File: config.mk
export PLATFORM = sky130hd
export DESIGN_NAME = pingpong_host_ctrl
export DESIGN_NICKNAME = d
export VERILOG_FILES = /design/src/rtl/pp_pkg.sv /design/src/rtl/pp_port_decode.sv /design/src/rtl/pp_win_decode.sv /design/src/rtl/pp_bank_port.sv /design/src/rtl/pingpong_host_ctrl.sv
export SDC_FILE = /design/constraint.sdc
export NUM_CORES = 1
export LEC_CHECK = 0
export CORE_MARGIN = 2
export CORE_UTILIZATION = 55
export CTS_BUF_LIST = sky130_fd_sc_hd__clkbuf_4 sky130_fd_sc_hd__clkbuf_8 sky130_fd_sc_hd__clkbuf_16
export CTS_CLUSTER_DIAMETER = 100
export DETAILED_ROUTE_END_ITERATION = 16
export DONT_BUFFER_PORTS = 1
export GPL_TIMING_DRIVEN = 0
export PLACE_DENSITY_LB_ADDON = 0.1
export SYNTH_ARGS = -nofsm -noshare
export SYNTH_HDL_FRONTEND = slang
export SYNTH_HIERARCHICAL = 1
export SYNTH_SLANG_ARGS = --single-unit
File: constraint.sdc
create_clock -name clk -period 1.65 [get_ports clk]
set_clock_uncertainty 0.15 [all_clocks]
set_input_delay 0.0825 -clock clk [delete_from_list [all_inputs] [get_ports clk]]
set_output_delay 0.0825 -clock clk [all_outputs]
set_load 0.01 [all_outputs]
File: src/rtl/pp_pkg.sv
package pp_pkg;
  typedef enum logic {
    ROLE_HOST_READ = 1'b0,
    ROLE_CAPTURE   = 1'b1
  } bank_role_e;

  function automatic bank_role_e role_of(input logic sel, input int unsigned bank_id);
    logic is_read;
    is_read = (sel == bank_id[0]);
    return is_read ? ROLE_HOST_READ : ROLE_CAPTURE;
  endfunction
endpackage

File: src/rtl/pp_port_decode.sv
module pp_port_decode #(
  parameter int unsigned HOST_AW    = 20,
  parameter int unsigned PORT_LSB   = 4,
  parameter int unsigned PORT_W     = 6,
  parameter logic [PORT_W-1:0] PORT_MATCH = 6'b100010
) (
  input  logic               clk,
  input  logic               rst,
  input  logic [HOST_AW-1:0] host_addr,
  input  logic               host_aen,
  input  logic               host_iow_n,
  input  logic [1:0]         host_bits,
  output logic               sel_next,
  output logic               page_next
);
  localparam int unsigned PORT_MSB = PORT_LSB + PORT_W - 1;

  logic port_sel_n;
  logic latch_clk;
  logic latch_clk_q;
  logic latch_rise;
  logic [1:0] stage_q;
  logic sel_q;
  logic page_q;

  assign port_sel_n = !((host_addr[PORT_MSB:PORT_LSB] == PORT_MATCH) && !host_aen);
  assign latch_clk  = port_sel_n | host_iow_n;
  assign latch_rise = latch_clk && !latch_clk_q;

  always_ff @(posedge clk) begin
    if (rst) begin
      latch_clk_q <= 1'b1;
      stage_q     <= 2'b00;
      sel_q       <= 1'b0;
      page_q      <= 1'b0;
    end else begin
      latch_clk_q <= latch_clk;
      if (!latch_clk) begin
        stage_q <= host_bits;
      end
      sel_q  <= sel_next;
      page_q <= page_next;
    end
  end

  always_comb begin
    sel_next  = sel_q;
    page_next = page_q;
    if (latch_rise) begin
      sel_next  = stage_q[0];
      page_next = stage_q[1];
    end
  end
endmodule

File: src/rtl/pp_win_decode.sv
module pp_win_decode #(
  parameter int unsigned HOST_AW = 20,
  parameter int unsigned WIN_W   = 4,
  parameter logic [WIN_W-1:0] WIN_MATCH = 4'b1101
) (
  input  logic [HOST_AW-1:0] host_addr,
  input  logic               host_memr_n,
  output logic               host_rd
);
  logic win_sel_n;
  assign win_sel_n = !(host_addr[HOST_AW-1 -: WIN_W] == WIN_MATCH);
  assign host_rd   = !win_sel_n && !host_memr_n;
endmodule

File: src/rtl/pp_bank_port.sv
module pp_bank_port
  import pp_pkg::*;
#(
  parameter int unsigned ADDR_W  = 17,
  parameter int unsigned DATA_W  = 8,
  parameter int unsigned BANK_ID = 0
) (
  input  logic              clk,
  input  logic              rst,
  input  logic              sel_next,
  input  logic              host_rd,
  input  logic [ADDR_W-1:0] host_full_addr,
  input  logic [ADDR_W-1:0] cap_addr,
  input  logic              cap_we,
  input  logic [DATA_W-1:0] cap_data,
  output logic [ADDR_W-1:0] addr,
  output logic              oe_n,
  output logic              we_n,
  output logic [DATA_W-1:0] wdata
);
  bank_role_e role;
  assign role = role_of(sel_next, BANK_ID);

  always_ff @(posedge clk) begin
    if (rst) begin
      addr  <= '0;
      oe_n  <= 1'b1;
      we_n  <= 1'b1;
      wdata <= '0;
    end else begin
      wdata <= cap_data;
      if (role == ROLE_HOST_READ) begin
        addr <= host_full_addr;
        oe_n <= !host_rd;
        we_n <= 1'b1;
      end else begin
        addr <= cap_addr;
        oe_n <= 1'b1;
        we_n <= !cap_we;
      end
    end
  end
endmodule

File: src/rtl/pingpong_host_ctrl.sv
module pingpong_host_ctrl #(
  parameter int unsigned HOST_AW = 20,
  parameter int unsigned ADDR_W  = 17,
  parameter int unsigned DATA_W  = 8,
  parameter int unsigned PORT_LSB = 4,
  parameter int unsigned PORT_W   = 6,
  parameter logic [PORT_W-1:0] PORT_MATCH = 6'b100010,
  parameter int unsigned WIN_W    = 4,
  parameter logic [WIN_W-1:0] WIN_MATCH = 4'b1101
) (
  input  logic               clk,
  input  logic               rst,
  input  logic [HOST_AW-1:0] host_addr,
  input  logic               host_aen,
  input  logic               host_iow_n,
  input  logic               host_memr_n,
  input  logic [DATA_W-1:0]  host_wdata,
  output logic [DATA_W-1:0]  host_rdata,
  input  logic [ADDR_W-1:0]  cap_addr,
  input  logic               cap_we,
  input  logic [DATA_W-1:0]  cap_data,
  output logic               bank_sel,
  output logic               bank_sel_n,
  output logic               page,
  output logic [ADDR_W-1:0]  b0_addr,
  output logic               b0_oe_n,
  output logic               b0_we_n,
  output logic [DATA_W-1:0]  b0_wdata,
  input  logic [DATA_W-1:0]  b0_rdata,
  output logic [ADDR_W-1:0]  b1_addr,
  output logic               b1_oe_n,
  output logic               b1_we_n,
  output logic [DATA_W-1:0]  b1_wdata,
  input  logic [DATA_W-1:0]  b1_rdata
);
  localparam int unsigned OFF_W  = ADDR_W - 1;
  localparam int unsigned NBANKS = 2;

  logic sel_next;
  logic page_next;
  logic host_rd;
  logic [ADDR_W-1:0] host_full_addr;

  logic [ADDR_W-1:0] bk_addr  [NBANKS];
  logic              bk_oe_n  [NBANKS];
  logic              bk_we_n  [NBANKS];
  logic [DATA_W-1:0] bk_wdata [NBANKS];

  pp_port_decode #(
    .HOST_AW(HOST_AW), .PORT_LSB(PORT_LSB), .PORT_W(PORT_W), .PORT_MATCH(PORT_MATCH)
  ) port_dec_i (
    .clk(clk), .rst(rst), .host_addr(host_addr), .host_aen(host_aen),
    .host_iow_n(host_iow_n), .host_bits(host_wdata[1:0]),
    .sel_next(sel_next), .page_next(page_next)
  );

  pp_win_decode #(
    .HOST_AW(HOST_AW), .WIN_W(WIN_W), .WIN_MATCH(WIN_MATCH)
  ) win_dec_i (
    .host_addr(host_addr), .host_memr_n(host_memr_n), .host_rd(host_rd)
  );

  assign host_full_addr = {page_next, host_addr[OFF_W-1:0]};

  for (genvar g = 0; g < NBANKS; g++) begin : g_bank
    pp_bank_port #(
      .ADDR_W(ADDR_W), .DATA_W(DATA_W), .BANK_ID(g)
    ) port_i (
      .clk(clk), .rst(rst), .sel_next(sel_next), .host_rd(host_rd),
      .host_full_addr(host_full_addr), .cap_addr(cap_addr), .cap_we(cap_we),
      .cap_data(cap_data), .addr(bk_addr[g]), .oe_n(bk_oe_n[g]),
      .we_n(bk_we_n[g]), .wdata(bk_wdata[g])
    );
  end

  assign b0_addr  = bk_addr[0];
  assign b0_oe_n  = bk_oe_n[0];
  assign b0_we_n  = bk_we_n[0];
  assign b0_wdata = bk_wdata[0];
  assign b1_addr  = bk_addr[1];
  assign b1_oe_n  = bk_oe_n[1];
  assign b1_we_n  = bk_we_n[1];
  assign b1_wdata = bk_wdata[1];

  always_ff @(posedge clk) begin
    if (rst) begin
      bank_sel   <= 1'b0;
      bank_sel_n <= 1'b1;
      page       <= 1'b0;
      host_rdata <= '0;
    end else begin
      bank_sel   <= sel_next;
      bank_sel_n <= !sel_next;
      page       <= page_next;
      host_rdata <= sel_next ? b1_rdata : b0_rdata;
    end
  end
endmodule

==> metrics.txt, run 1 <==
status=finished clean; dpl ws=-0.116 ns; crit path max fanout=9; Die Area=4920 um^2; ys async rst share=0%; EDFF count, synth=0; fin crit share=99.3%; CTS root buf=clkbuf_8; final setup vio count=0; clock insertion delay at the later pin of the skew report=0.34 ns; Mapped Avg Cell Area=11.4 um^2; Power Dens Cells=992 nW/um^2; total global routing track utilization=25.8%; Seq cells post-synth=70; grt total ovfl=0; Critical Path AT=1.72 ns; Netlist cell types=22; worst-margin pin slew=0.323 ns; vias in the first global route=1929; Worst EP required=1.73 ns; first-pass GRT wire length=9580 um; top-count cell post-synth=dfxtp_1; Num CTS Buffers=9; CTS tree=built; worst vdd ir=0.640 mV; first-pass detailed-route iteration total=4; P_int=2.66 mW; CTS max path bufs=2; First DRT Iteration DRCs=93; CTS H-Tree Depth=3; Starting Density=56.0%; Reg power frac=53.7%; top achievable clock speed=610 MHz; Clk network pwr share=38.8%; Worst Setup Start Kind=flop; clk slew on worst S/H paths=0.07 ns; DR vias=1866; DRT Wirelength=6180 um; top cells by count, synth=70 x dfxtp_1, 44 x mux2i_1, 43 x nor2_1; slew margin rel.=78.3%; GPL Wtd Cong=0.737; sequential fraction of the synthesis area=58.2%; Net Sw Power=0.763 mW; PnR Total Power=3.42 mW; largest net degree at the start of global routing=11; Core ar.=4290 um^2; P&R area growth vs syn=43.3%; RSZ-0062 raised after global routing=yes; Static Leakage=1.33 nW; Yosys top cell by area=dfxtp_1; Worst Setup Path Type=reg2reg; fillers=268; via/cell ratio=5.27; fin crit period=1.64 ns; Routed wire per std cell=17.5 um; Layout Cells excl Fill=354; Die Ht=70.1 um; final core utilization=80.3%; initial antenna violation count=0; clock sinks=70; worst hold path type=in2reg; layout cells sized above 1=14.6%; setup ws final=0.0118 ns; Main synth FF type=dfxtp_1; Synth area leaders=dfxtp_1 58%, mux2i_1 18%, nor2_1 6.7%; remaining antenna violation count=0; Hold Violations, Final=0; DP HPWL=3430 um; Port Buffers=0; CP Capture Type=flop; Net Sw Frac=22.3%; row cnt=24; Cells after DPL=263; Top Ports=140; max cap viols=0; final net count=373; diode count=0; syn_nets=286; Die Width=70.1 um; final slew viol count=0; detailed-route DRC error count=0; Post-Syn Area=2410 um^2; combinational power share=7.5%; Yosys warning count=6; Post-Synthesis Cells=211; top-area cell type share of the netlist area=58.2%
## cell type report
cell class | count | area [um^2] | share of cell area [%]
buffer | 12 | 126 | 3.67
clock buffer | 15 | 194 | 5.63
inverter | 1 | 3.75 | 0.109
multi-input combinational | 128 | 920 | 26.7
sequential | 70 | 1400 | 40.7
tap | 52 | 65.1 | 1.89
timing repair buffer | 76 | 736 | 21.3
## metrics by stage
step / area, um^2 / TNS, ns / hold WS, ns
after global placement: 2490 / -1.11 / 0.00428
after floorplan: 2430 / -0.0277 / 0.00157
after CTS: 3350 / 0 / 0.00647
final: 3450 / 0 / 0.0279
after detailed placement: 2490 / -1.71 / 0.00613
after global routing: 3450 / -0.0474 / 0.0124
## metal layers
metal  global-route usage, %  share of wire, %  vias up
met1                    29.0                39      894
met3                    11.1               7.3        8
met5                       0                 0        -
met2                    43.4                52       89
met4                    9.62               1.5        0
li1                        -                 -      875
## layout by cell type, fill, tap and decap left out
cell type | Yosys | final
dlygate4sd3_1 | 0 | 66
nor2_1 | 43 | 43
or4bb_1 | 1 | 1
clkbuf_8 | 0 | 13
nand3_1 | 2 | 2
buf_4 | 0 | 10
or3_1 | 1 | 1
nor4_4 | 0 | 1
dfxtp_2 | 0 | 1
inv_1 | 1 | 1
clkbuf_4 | 0 | 2
nor2b_1 | 17 | 17
or3b_1 | 2 | 2
nand2b_1 | 5 | 5
buf_2 | 7 | 7
buf_12 | 2 | 4
nand3b_1 | 2 | 2
nand4b_1 | 1 | 1
buf_6 | 3 | 1
a21oi_4 | 0 | 1
and4bb_1 | 1 | 1
mux2_4 | 0 | 1
a21oi_1 | 2 | 2
or4_1 | 1 | 1
mux2i_1 | 44 | 42
o21ai_0 | 2 | 2
dfxtp_1 | 70 | 69
mux2_2 | 2 | 1
mux2i_2 | 0 | 2
## sequential cells by signal, indices dropped and copies added (netlist names)
| name | flops |
|---|---|
| bank_sel_n | 1 |
| g_bank.port_i/oe_n | 2 |
| port_dec_i/sel_q | 1 |
| page | 1 |
| bank_sel | 1 |
| g_bank.port_i/addr | 34 |
| g_bank.port_i/wdata | 16 |
| port_dec_i/latch_clk_q | 1 |
| host_rdata | 8 |
| g_bank.port_i/we_n | 2 |
| port_dec_i/stage_q | 2 |
| port_dec_i/page_q | 1 |
## what timing repair did
action	4_1_cts	5_1_grt
endpoints found under the setup margin	20	13
hold buffers	66	0
endpoints found under the hold margin	70	0
setup buffers	1	9
gates resized for setup	0	7
pin swaps	0	0
## cell families after synthesis
logic type / after synthesis / share of synthesized area [%]
compound gates: 5 / 1.20
simple gates: 77 / 16.6
flops: 70 / 58.2
buf+inv: 13 / 4.68
mux: 46 / 19.2
## worst max-delay path, cell delays in order, from the launching register on
cell and delay [ns]:
dfxtp_2 0.33, a21oi_4 0.14, mux2_4 0.36, buf_4 0.15, buf_6 0.14, mux2i_1 0.21, nor2_1 0.06
## power groups by stage
stage          logic [mW]  clock network [mW]  registers [mW]
6_report            0.256                1.33            1.84
5_1_grt             0.278                1.44            1.84
4_1_cts             0.246                1.33            1.84
3_5_place_dp        0.113                   0            1.87
3_3_place_gp        0.105                   0            1.87
2_1_floorplan      0.0917                   0            1.86
## final timing paths
path	startpoint	to	slack (ns)	cells past startpoint
worst max-delay path	port_dec_i/latch_clk_q$_SDFF_PP1_	host_rdata[3]$_SDFF_PP0_	0.01	6
worst min-delay path	host_addr[6]	port_dec_i/stage_q[1]$_SDFFE_PP0N_	0.03	3
worst max register to register	port_dec_i/latch_clk_q$_SDFF_PP1_	host_rdata[3]$_SDFF_PP0_	0.01	6
worst min register to register	port_dec_i/page_q$_SDFF_PP0_	port_dec_i/page_q$_SDFF_PP0_	0.34	2
Note: power is estimated with default switching activity, not from simulation.
==> run 2: changes to the inputs <==
--- a/config.mk
+++ b/config.mk
@@ -9,10 +9,12 @@
 export CORE_UTILIZATION = 55
 export CTS_BUF_LIST = sky130_fd_sc_hd__clkbuf_4 sky130_fd_sc_hd__clkbuf_8 sky130_fd_sc_hd__clkbuf_16
 export CTS_CLUSTER_DIAMETER = 100
+export CTS_CLUSTER_SIZE = 12
 export DETAILED_ROUTE_END_ITERATION = 16
 export DONT_BUFFER_PORTS = 1
 export GPL_TIMING_DRIVEN = 0
 export PLACE_DENSITY_LB_ADDON = 0.1
+export SETUP_SLACK_MARGIN = 0.4
 export SYNTH_ARGS = -nofsm -noshare
 export SYNTH_HDL_FRONTEND = slang
 export SYNTH_HIERARCHICAL = 1
==> run 2 against run 1 <==
  * The flow now finishes with violations (negative hold slack, negative setup slack)
  * Total power grew 7.2%
  * Sequential power about the same
  * Sequential share of layout area down 2.2 points
  * Final cell count grew 1.4%
  * Core utilization rose by 4.6 points
  * Clock power increased by 17%
  * Clock-buffer cell count down 4
  * First-iteration DRC count unchanged
  * Critical path type unchanged
  * Largest cell class unchanged
==> metrics.txt, run 2 (same netlist as run 1, synthesis figures left out) <==
Static Leakage=1.45 nW (was 1.33 nW); Reg2Reg Depth=6 (unchanged); flip-flop count of the largest register after layout=34 (unchanged); worst vdd ir=0.754 mV (was 0.640 mV); HP Start=host_addr[6] (unchanged); hold path depth=2 (was 3); crit path max fanout=9 (unchanged); top achievable clock speed=597 MHz (was 610 MHz); slew margin rel.=76.8% (was 78.3%); Critical Path AT=1.74 ns (was 1.72 ns); final setup vio count=1 (was 0); Die Area=4920 um^2 (unchanged); Worst Setup Start Kind=flop (unchanged); detailed-route DRC error count=0 (unchanged); most frequent cells in the layout=69 x dfxtp_1, 62 x dlygate4sd3_1, 42 x nor2_1, 39 x mux2i_1, 17 x nor2b_1 (was 69 x dfxtp_1, 66 x dlygate4sd3_1, 43 x nor2_1, 42 x mux2i_1, 17 x nor2b_1); CTS max path bufs=2 (unchanged); fin crit share=101% (was 99.3%); diode count=0 (unchanged); grt total ovfl=0 (unchanged); First DRT Iteration DRCs=93 (unchanged); CTS H-Tree Depth=3 (unchanged); Power Dens Cells=1010 nW/um^2 (was 992 nW/um^2); GPL Wtd Cong=0.752 (was 0.737); capturing point of the worst reg2reg path=g_bank[1].port_i/addr[15]$_SDFF_PP0_ (was host_rdata[3]$_SDFF_PP0_); reg2reg start=port_dec_i/latch_clk_q$_SDFF_PP1_ (unchanged); CP Capture Type=flop (unchanged); Starting Density=56.0% (unchanged); first-pass detailed-route iteration total=4 (unchanged); DRT Wirelength=6590 um (was 6180 um); Setup TNS Final=-0.0239 ns (was 0 ns); layout cells sized above 1=17.9% (was 14.6%); via/cell ratio=5.22 (was 5.27); worst-margin pin slew=0.345 ns (was 0.323 ns); initial antenna violation count=0 (unchanged); clk slew on worst S/H paths=0.08 ns (was 0.07 ns); row cnt=24 (unchanged); worst hold path type=in2reg (unchanged); Die Width=70.1 um (unchanged); CP Buf/Inv Count=2 (unchanged); Core ar.=4290 um^2 (unchanged); vias in the first global route=2071 (was 1929); crit-path cells=a21oi_4 -> mux2_4 -> buf_12 -> buf_4 -> mux2i_2 -> nor2_1 (was a21oi_4 -> mux2_4 -> buf_4 -> buf_6 -> mux2i_1 -> nor2_1); Hold Violations, Final=8 (was 0); DR vias=1874 (was 1866); setup ws final=-0.0239 ns (was 0.0118 ns); RSZ-0062 raised after global routing=yes (unchanged); largest net degree at the start of global routing=12 (was 11); status=finished, violations left (was finished clean); fin crit period=1.67 ns (was 1.64 ns); DP HPWL=3590 um (was 3430 um); remaining antenna violation count=0 (unchanged); final core utilization=84.8% (was 80.3%); most common cell after layout, fill and taps aside=dfxtp_1 (unchanged); clock insertion delay at the later pin of the skew report=0.33 ns (was 0.34 ns); Post-DP Area=2500 um^2 (was 2490 um^2); R2R setup slack=-0.02 ns (was 0.01 ns); clock sinks=70 (unchanged); Num CTS Buffers=9 (unchanged); Design Area, Final=3640 um^2 (was 3450 um^2); Worst Setup Path Type=reg2reg (unchanged); Top Ports=140 (unchanged); first-pass GRT wire length=10100 um (was 9580 um); Worst EP required=1.72 ns (was 1.73 ns); final slew viol count=0 (unchanged); failing checks=negative hold slack, negative setup slack; CTS root buf=clkbuf_8 (unchanged); CP max stage cell=mux2_4 (unchanged); Largest Register=g_bank.port_i/addr (unchanged); final net count=378 (was 373); fillers=227 (was 268); max cap viols=0 (unchanged); largest registers=g_bank.port_i/addr x34, g_bank.port_i/wdata x16, host_rdata x8 (unchanged); dpl ws=-0.120 ns (was -0.116 ns); Die Ht=70.1 um (unchanged); CP peak stage delay=0.35 ns (was 0.36 ns); family with the most delay on the worst path=multiplexers (unchanged); CTS tree=built (unchanged); Layout Cells excl Fill=359 (was 354); PnR Total Power=3.67 mW (was 3.42 mW); Worst Hold Path EP=g_bank[1].port_i/addr[6]$_SDFF_PP0_ (was port_dec_i/stage_q[1]$_SDFFE_PP0N_); Routed wire per std cell=18.4 um (was 17.5 um); P&R area growth vs syn=51.4% (was 43.3%); Hold WS=-0.243 ns (was 0.0279 ns); total global routing track utilization=26.5% (was 25.8%); Cells after DPL=263 (unchanged); Port Buffers=0 (unchanged)
run 2: cell count changes in the layout (fill, tap and decap cells not counted), sizes merged:
cell          change
clkinv            +2
clkbuf            -3
dlymetal6s4s      +5
buf               +3
dlygate4sd3       -4
bufinv            +2
run 2: final cells by class:
type | count | area (um^2) | share of cell area, %
Multi-Input combinational cell | 128 | 961 | 26.4
Timing Repair Buffer | 81 | 852 | 23.4
Clock inverter | 4 | 70.1 | 1.92
Buffer | 12 | 138 | 3.78
Tap cell | 52 | 65.1 | 1.79
Sequential cell | 70 | 1400 | 38.5
Clock buffer | 11 | 151 | 4.16
Inverter | 1 | 3.75 | 0.103
run 2: per-layer routing:
metal	wire length [um]	up-vias	GRT usage, %
li1	-	882	-
met1	2540	905	29.6
met2	3570	81	47.6
met3	421	6	7.65
met4	62	0	10.0
met5	0	-	0
run 2: worst max path at each step:
stage	startpoint	to	slack [ns]	cells after the start
3_5_place_dp	host_addr[6]	g_bank[0].port_i/addr[1]$_SDFF_PP0_	-0.12	7
3_3_place_gp	host_addr[6]	g_bank[1].port_i/we_n$_SDFF_PP1_	-0.06	5
5_1_grt	port_dec_i/latch_clk_q$_SDFF_PP1_	g_bank[1].port_i/addr[15]$_SDFF_PP0_	-0.05	6
2_1_floorplan	host_addr[6]	g_bank[0].port_i/oe_n$_SDFF_PP1_	0.0005	5
6_report	port_dec_i/latch_clk_q$_SDFF_PP1_	g_bank[1].port_i/addr[15]$_SDFF_PP0_	-0.02	6
4_1_cts	port_dec_i/latch_clk_q$_SDFF_PP1_	g_bank[0].port_i/addr[1]$_SDFF_PP0_	0.06	6
run 2: timing repair:
action	4_1_cts	5_1_grt
hold endpoints to repair	70	8
hold buffers	69	1
gates resized for setup	11	18
cloned	1	0
pin swaps	1	4
setup buffers	12	1
endpoints found under the setup margin	49	57
run 2: power by group:
part	switching (mW)	leakage [nW]	total, mW	internal (mW)
sequential	0.0687	0.580	1.83	1.77
clock	0.633	0.115	1.55	0.921
combinational	0.112	0.753	0.279	0.166
==> run 3: changes to the inputs <==
--- a/config.mk
+++ b/config.mk
@@ -5,6 +5,7 @@
 export SDC_FILE = /design/constraint.sdc
 export NUM_CORES = 1
 export LEC_CHECK = 0
+export CAP_MARGIN = 30
 export CORE_MARGIN = 2
 export CORE_UTILIZATION = 55
 export CTS_BUF_LIST = sky130_fd_sc_hd__clkbuf_4 sky130_fd_sc_hd__clkbuf_8 sky130_fd_sc_hd__clkbuf_16
@@ -15,6 +16,7 @@
 export GPL_TIMING_DRIVEN = 0
 export PLACE_DENSITY_LB_ADDON = 0.1
 export SETUP_SLACK_MARGIN = 0.4
+export SLEW_MARGIN = 20
 export SYNTH_ARGS = -nofsm -noshare
 export SYNTH_HDL_FRONTEND = slang
 export SYNTH_HIERARCHICAL = 1
==> constraint.sdc (replaced) <==
create_clock -name clk -period 1.5 [get_ports clk]
set_clock_uncertainty 0.15 [all_clocks]
set_input_delay 0.075 -clock clk [delete_from_list [all_inputs] [get_ports clk]]
set_output_delay 0.075 -clock clk [all_outputs]
set_load 0.01 [all_outputs]
==> run 3 against run 2 <==
  * The run still ends with negative hold slack, negative setup slack left
  * Via count down 0.53%
  * Final cell count shrank 0.84%
  * Combinational power increased by 6%
  * Flip-flop and latch count unchanged
  * First-iteration DRC count decreased by 47%
  * Die area stayed put
  * Cell area shrank 2.1%
  * Core utilization shrank 1.7 points
  * Fmax up 0.69%
  * Worst hold slack better by 0.0052 ns
  * Routed wire length is 2.4% lower
  * Clock-buffer cell count is the same
  * Critical endpoint is now g_bank[0].port_i/addr[2]$_SDFF_PP0_
==> metrics.txt, run 3 (same netlist as run 1, synthesis figures left out) <==
CP peak stage delay=0.36 ns (was 0.35 ns); Post-DP Area=2500 um^2 (about the same); Hold Violations, Final=9 (was 8); fillers=249 (was 227); detailed-route DRC error count=0 (unchanged); Worst Setup Start Kind=flop (unchanged); failing checks=negative hold slack, negative setup slack (unchanged); vias in the first global route=2033 (was 2071); Net Sw Power=0.822 mW (was 0.814 mW); CTS H-Tree Depth=3 (unchanged); Num CTS Buffers=9 (unchanged); Static Leakage=1.40 nW (was 1.45 nW); Power Dens Cells=1010 nW/um^2 (about the same); capturing point of the worst reg2reg path=g_bank[0].port_i/addr[2]$_SDFF_PP0_ (was g_bank[1].port_i/addr[15]$_SDFF_PP0_); most frequent cells in the layout=69 x dfxtp_1, 61 x dlygate4sd3_1, 43 x nor2_1, 40 x mux2i_1, 17 x nor2b_1 (was 69 x dfxtp_1, 62 x dlygate4sd3_1, 42 x nor2_1, 39 x mux2i_1, 17 x nor2b_1); Routed wire per std cell=18.1 um (was 18.4 um); final slew viol count=0 (unchanged); Top cell by count, worst path=buf_12; Die Width=70.1 um (unchanged); CP Capture Type=flop (unchanged); DRT Wirelength=6440 um (was 6590 um); GPL Wtd Cong=0.779 (was 0.752); Hold WS=-0.238 ns (was -0.243 ns); hold path depth=2 (unchanged); fin crit period=1.66 ns (was 1.67 ns); Reg power frac=56.1% (was 50.0%); crit path max fanout=8 (was 9); total global routing track utilization=26.6% (was 26.5%); CTS max path bufs=2 (unchanged); RSZ-0062 raised after global routing=yes (unchanged); DP HPWL=3570 um (was 3590 um); first-pass GRT wire length=9950 um (was 10100 um); clk slew on worst S/H paths=0.07 ns (was 0.08 ns); row cnt=24 (unchanged); CP max stage cell=mux2_4 (unchanged); top achievable clock speed=601 MHz (was 597 MHz); diode count=0 (unchanged); Design Area, Final=3570 um^2 (was 3640 um^2); max cap viols=0 (unchanged); initial antenna violation count=0 (unchanged); Starting Density=56.0% (unchanged); Largest Register=g_bank.port_i/addr (unchanged); DR vias=1864 (was 1874); worst vdd ir=0.817 mV (was 0.754 mV); R2R setup slack=-0.16 ns (was -0.02 ns); status=finished, violations left (unchanged); Net Sw Frac=22.8% (was 22.2%); reg2reg start=port_dec_i/latch_clk_q$_SDFF_PP1_ (unchanged); HP Start=host_addr[6] (unchanged); crit-path cells=a21oi_4 -> mux2_4 -> buf_12 -> buf_12 -> mux2i_1 -> nor2_1 (was a21oi_4 -> mux2_4 -> buf_12 -> buf_4 -> mux2i_2 -> nor2_1); via/cell ratio=5.24 (was 5.22); PnR Total Power=3.60 mW (was 3.67 mW); Reg2Reg Depth=6 (unchanged); largest net degree at the start of global routing=11 (was 12); setup ws final=-0.163 ns (was -0.0239 ns); CTS root buf=clkbuf_8 (unchanged); Top Ports=140 (unchanged); most common cell after layout, fill and taps aside=dfxtp_1 (unchanged); Worst Hold Path EP=g_bank[1].port_i/addr[6]$_SDFF_PP0_ (unchanged); slew margin rel.=76.1% (was 76.8%); first-pass detailed-route iteration total=4 (unchanged); fin crit share=111% (was 101%); clock sinks=70 (unchanged); layout cells sized above 1=17.4% (was 17.9%); CTS tree=built (unchanged); combinational power share=8.2% (was 7.6%); Worst Setup Path Type=reg2reg (unchanged); Die Area=4920 um^2 (unchanged); P&R area growth vs syn=48.3% (was 51.4%); Critical Path AT=1.73 ns (was 1.74 ns); flip-flop count of the largest register after layout=34 (unchanged); remaining antenna violation count=0 (unchanged); Worst EP required=1.56 ns (was 1.72 ns); final setup vio count=45 (was 1); final net count=377 (was 378); worst hold path type=in2reg (unchanged); Die Ht=70.1 um (unchanged); largest registers=g_bank.port_i/addr x34, g_bank.port_i/wdata x16, host_rdata x8 (unchanged); Clk network pwr share=35.6% (was 42.4%); grt total ovfl=0 (unchanged); Port Buffers=0 (unchanged); clock insertion delay at the later pin of the skew report=0.33 ns (about the same); worst-margin pin slew=0.356 ns (was 0.345 ns); First DRT Iteration DRCs=49 (was 93); Core ar.=4290 um^2 (unchanged); P_int=2.78 mW (was 2.85 mW)
-- run 3: metrics by stage --
step,cells,setup slack (ns),setup TNS [ns],utilization [%]
finish,356,-0.163,-3.71,83.1
global route,356,-0.182,-5.62,83.1
CTS,350,-0.0809,-2.38,81.1
detailed placement,263,-0.265,-6.83,58.3
global placement,263,-0.206,-4.88,58.3
floorplan,211,-0.142,-2.35,-
-- run 3: worst max path at each step --
stage / slack, ns / startpoint / to
global route: -0.18 / port_dec_i/latch_clk_q$_SDFF_PP1_ / g_bank[0].port_i/addr[2]$_SDFF_PP0_
detailed placement: -0.26 / host_addr[6] / g_bank[1].port_i/addr[2]$_SDFF_PP0_
CTS: -0.08 / port_dec_i/latch_clk_q$_SDFF_PP1_ / g_bank[0].port_i/addr[2]$_SDFF_PP0_
floorplan: -0.14 / host_addr[6] / g_bank[0].port_i/oe_n$_SDFF_PP1_
finish: -0.16 / port_dec_i/latch_clk_q$_SDFF_PP1_ / g_bank[0].port_i/addr[2]$_SDFF_PP0_
global placement: -0.21 / host_addr[6] / g_bank[1].port_i/addr[5]$_SDFF_PP0_
-- run 3: area by class of cell --
cell class | instances | area (um^2) | share of cell area (%)
multi-input combinational | 128 | 955 | 26.8
buffer | 12 | 135 | 3.79
timing repair buffer | 80 | 846 | 23.7
sequential | 70 | 1400 | 39.3
clock inverter | 2 | 10.0 | 0.281
inverter | 1 | 3.75 | 0.105
tap | 52 | 65.1 | 1.82
clock buffer | 11 | 151 | 4.24
-- run 3: critical path: cells and delay by family (launching register included) --
family	cells	cell delay, ns
AO/OA/AOI/OAI	1	0.14
buffers and inverters	2	0.30
flip-flops	1	0.33
multiplexers	2	0.55
AND/OR/NAND/NOR	1	0.08
-- run 3: power groups by stage --
stage / registers [mW] / clock network (mW) / logic, mW
2_1_floorplan: 2.05 / 0 / 0.101
3_3_place_gp: 2.06 / 0 / 0.116
3_5_place_dp: 2.06 / 0 / 0.126
4_1_cts: 2.02 / 1.29 / 0.274
5_1_grt: 2.02 / 1.37 / 0.320
6_report: 2.02 / 1.28 / 0.297
-- run 3: what timing repair did --
item | 4_1_cts | 5_1_grt
pin swaps | 7 | 8
hold endpoints to repair | 70 | 15
setup endpoints to repair | 49 | 54
resized for setup | 12 | 15
setup buffers | 10 | 3
cloned | 2 | 0
hold buffers | 62 | 3
-- run 3: per-layer routing --
layer,global-route usage [%],wire (um),up-vias
met5,0,0,-
met2,48.8,3550,86
met1,27.2,2370,888
met4,13.9,103,0
li1,-,-,878
met3,7.65,413,12
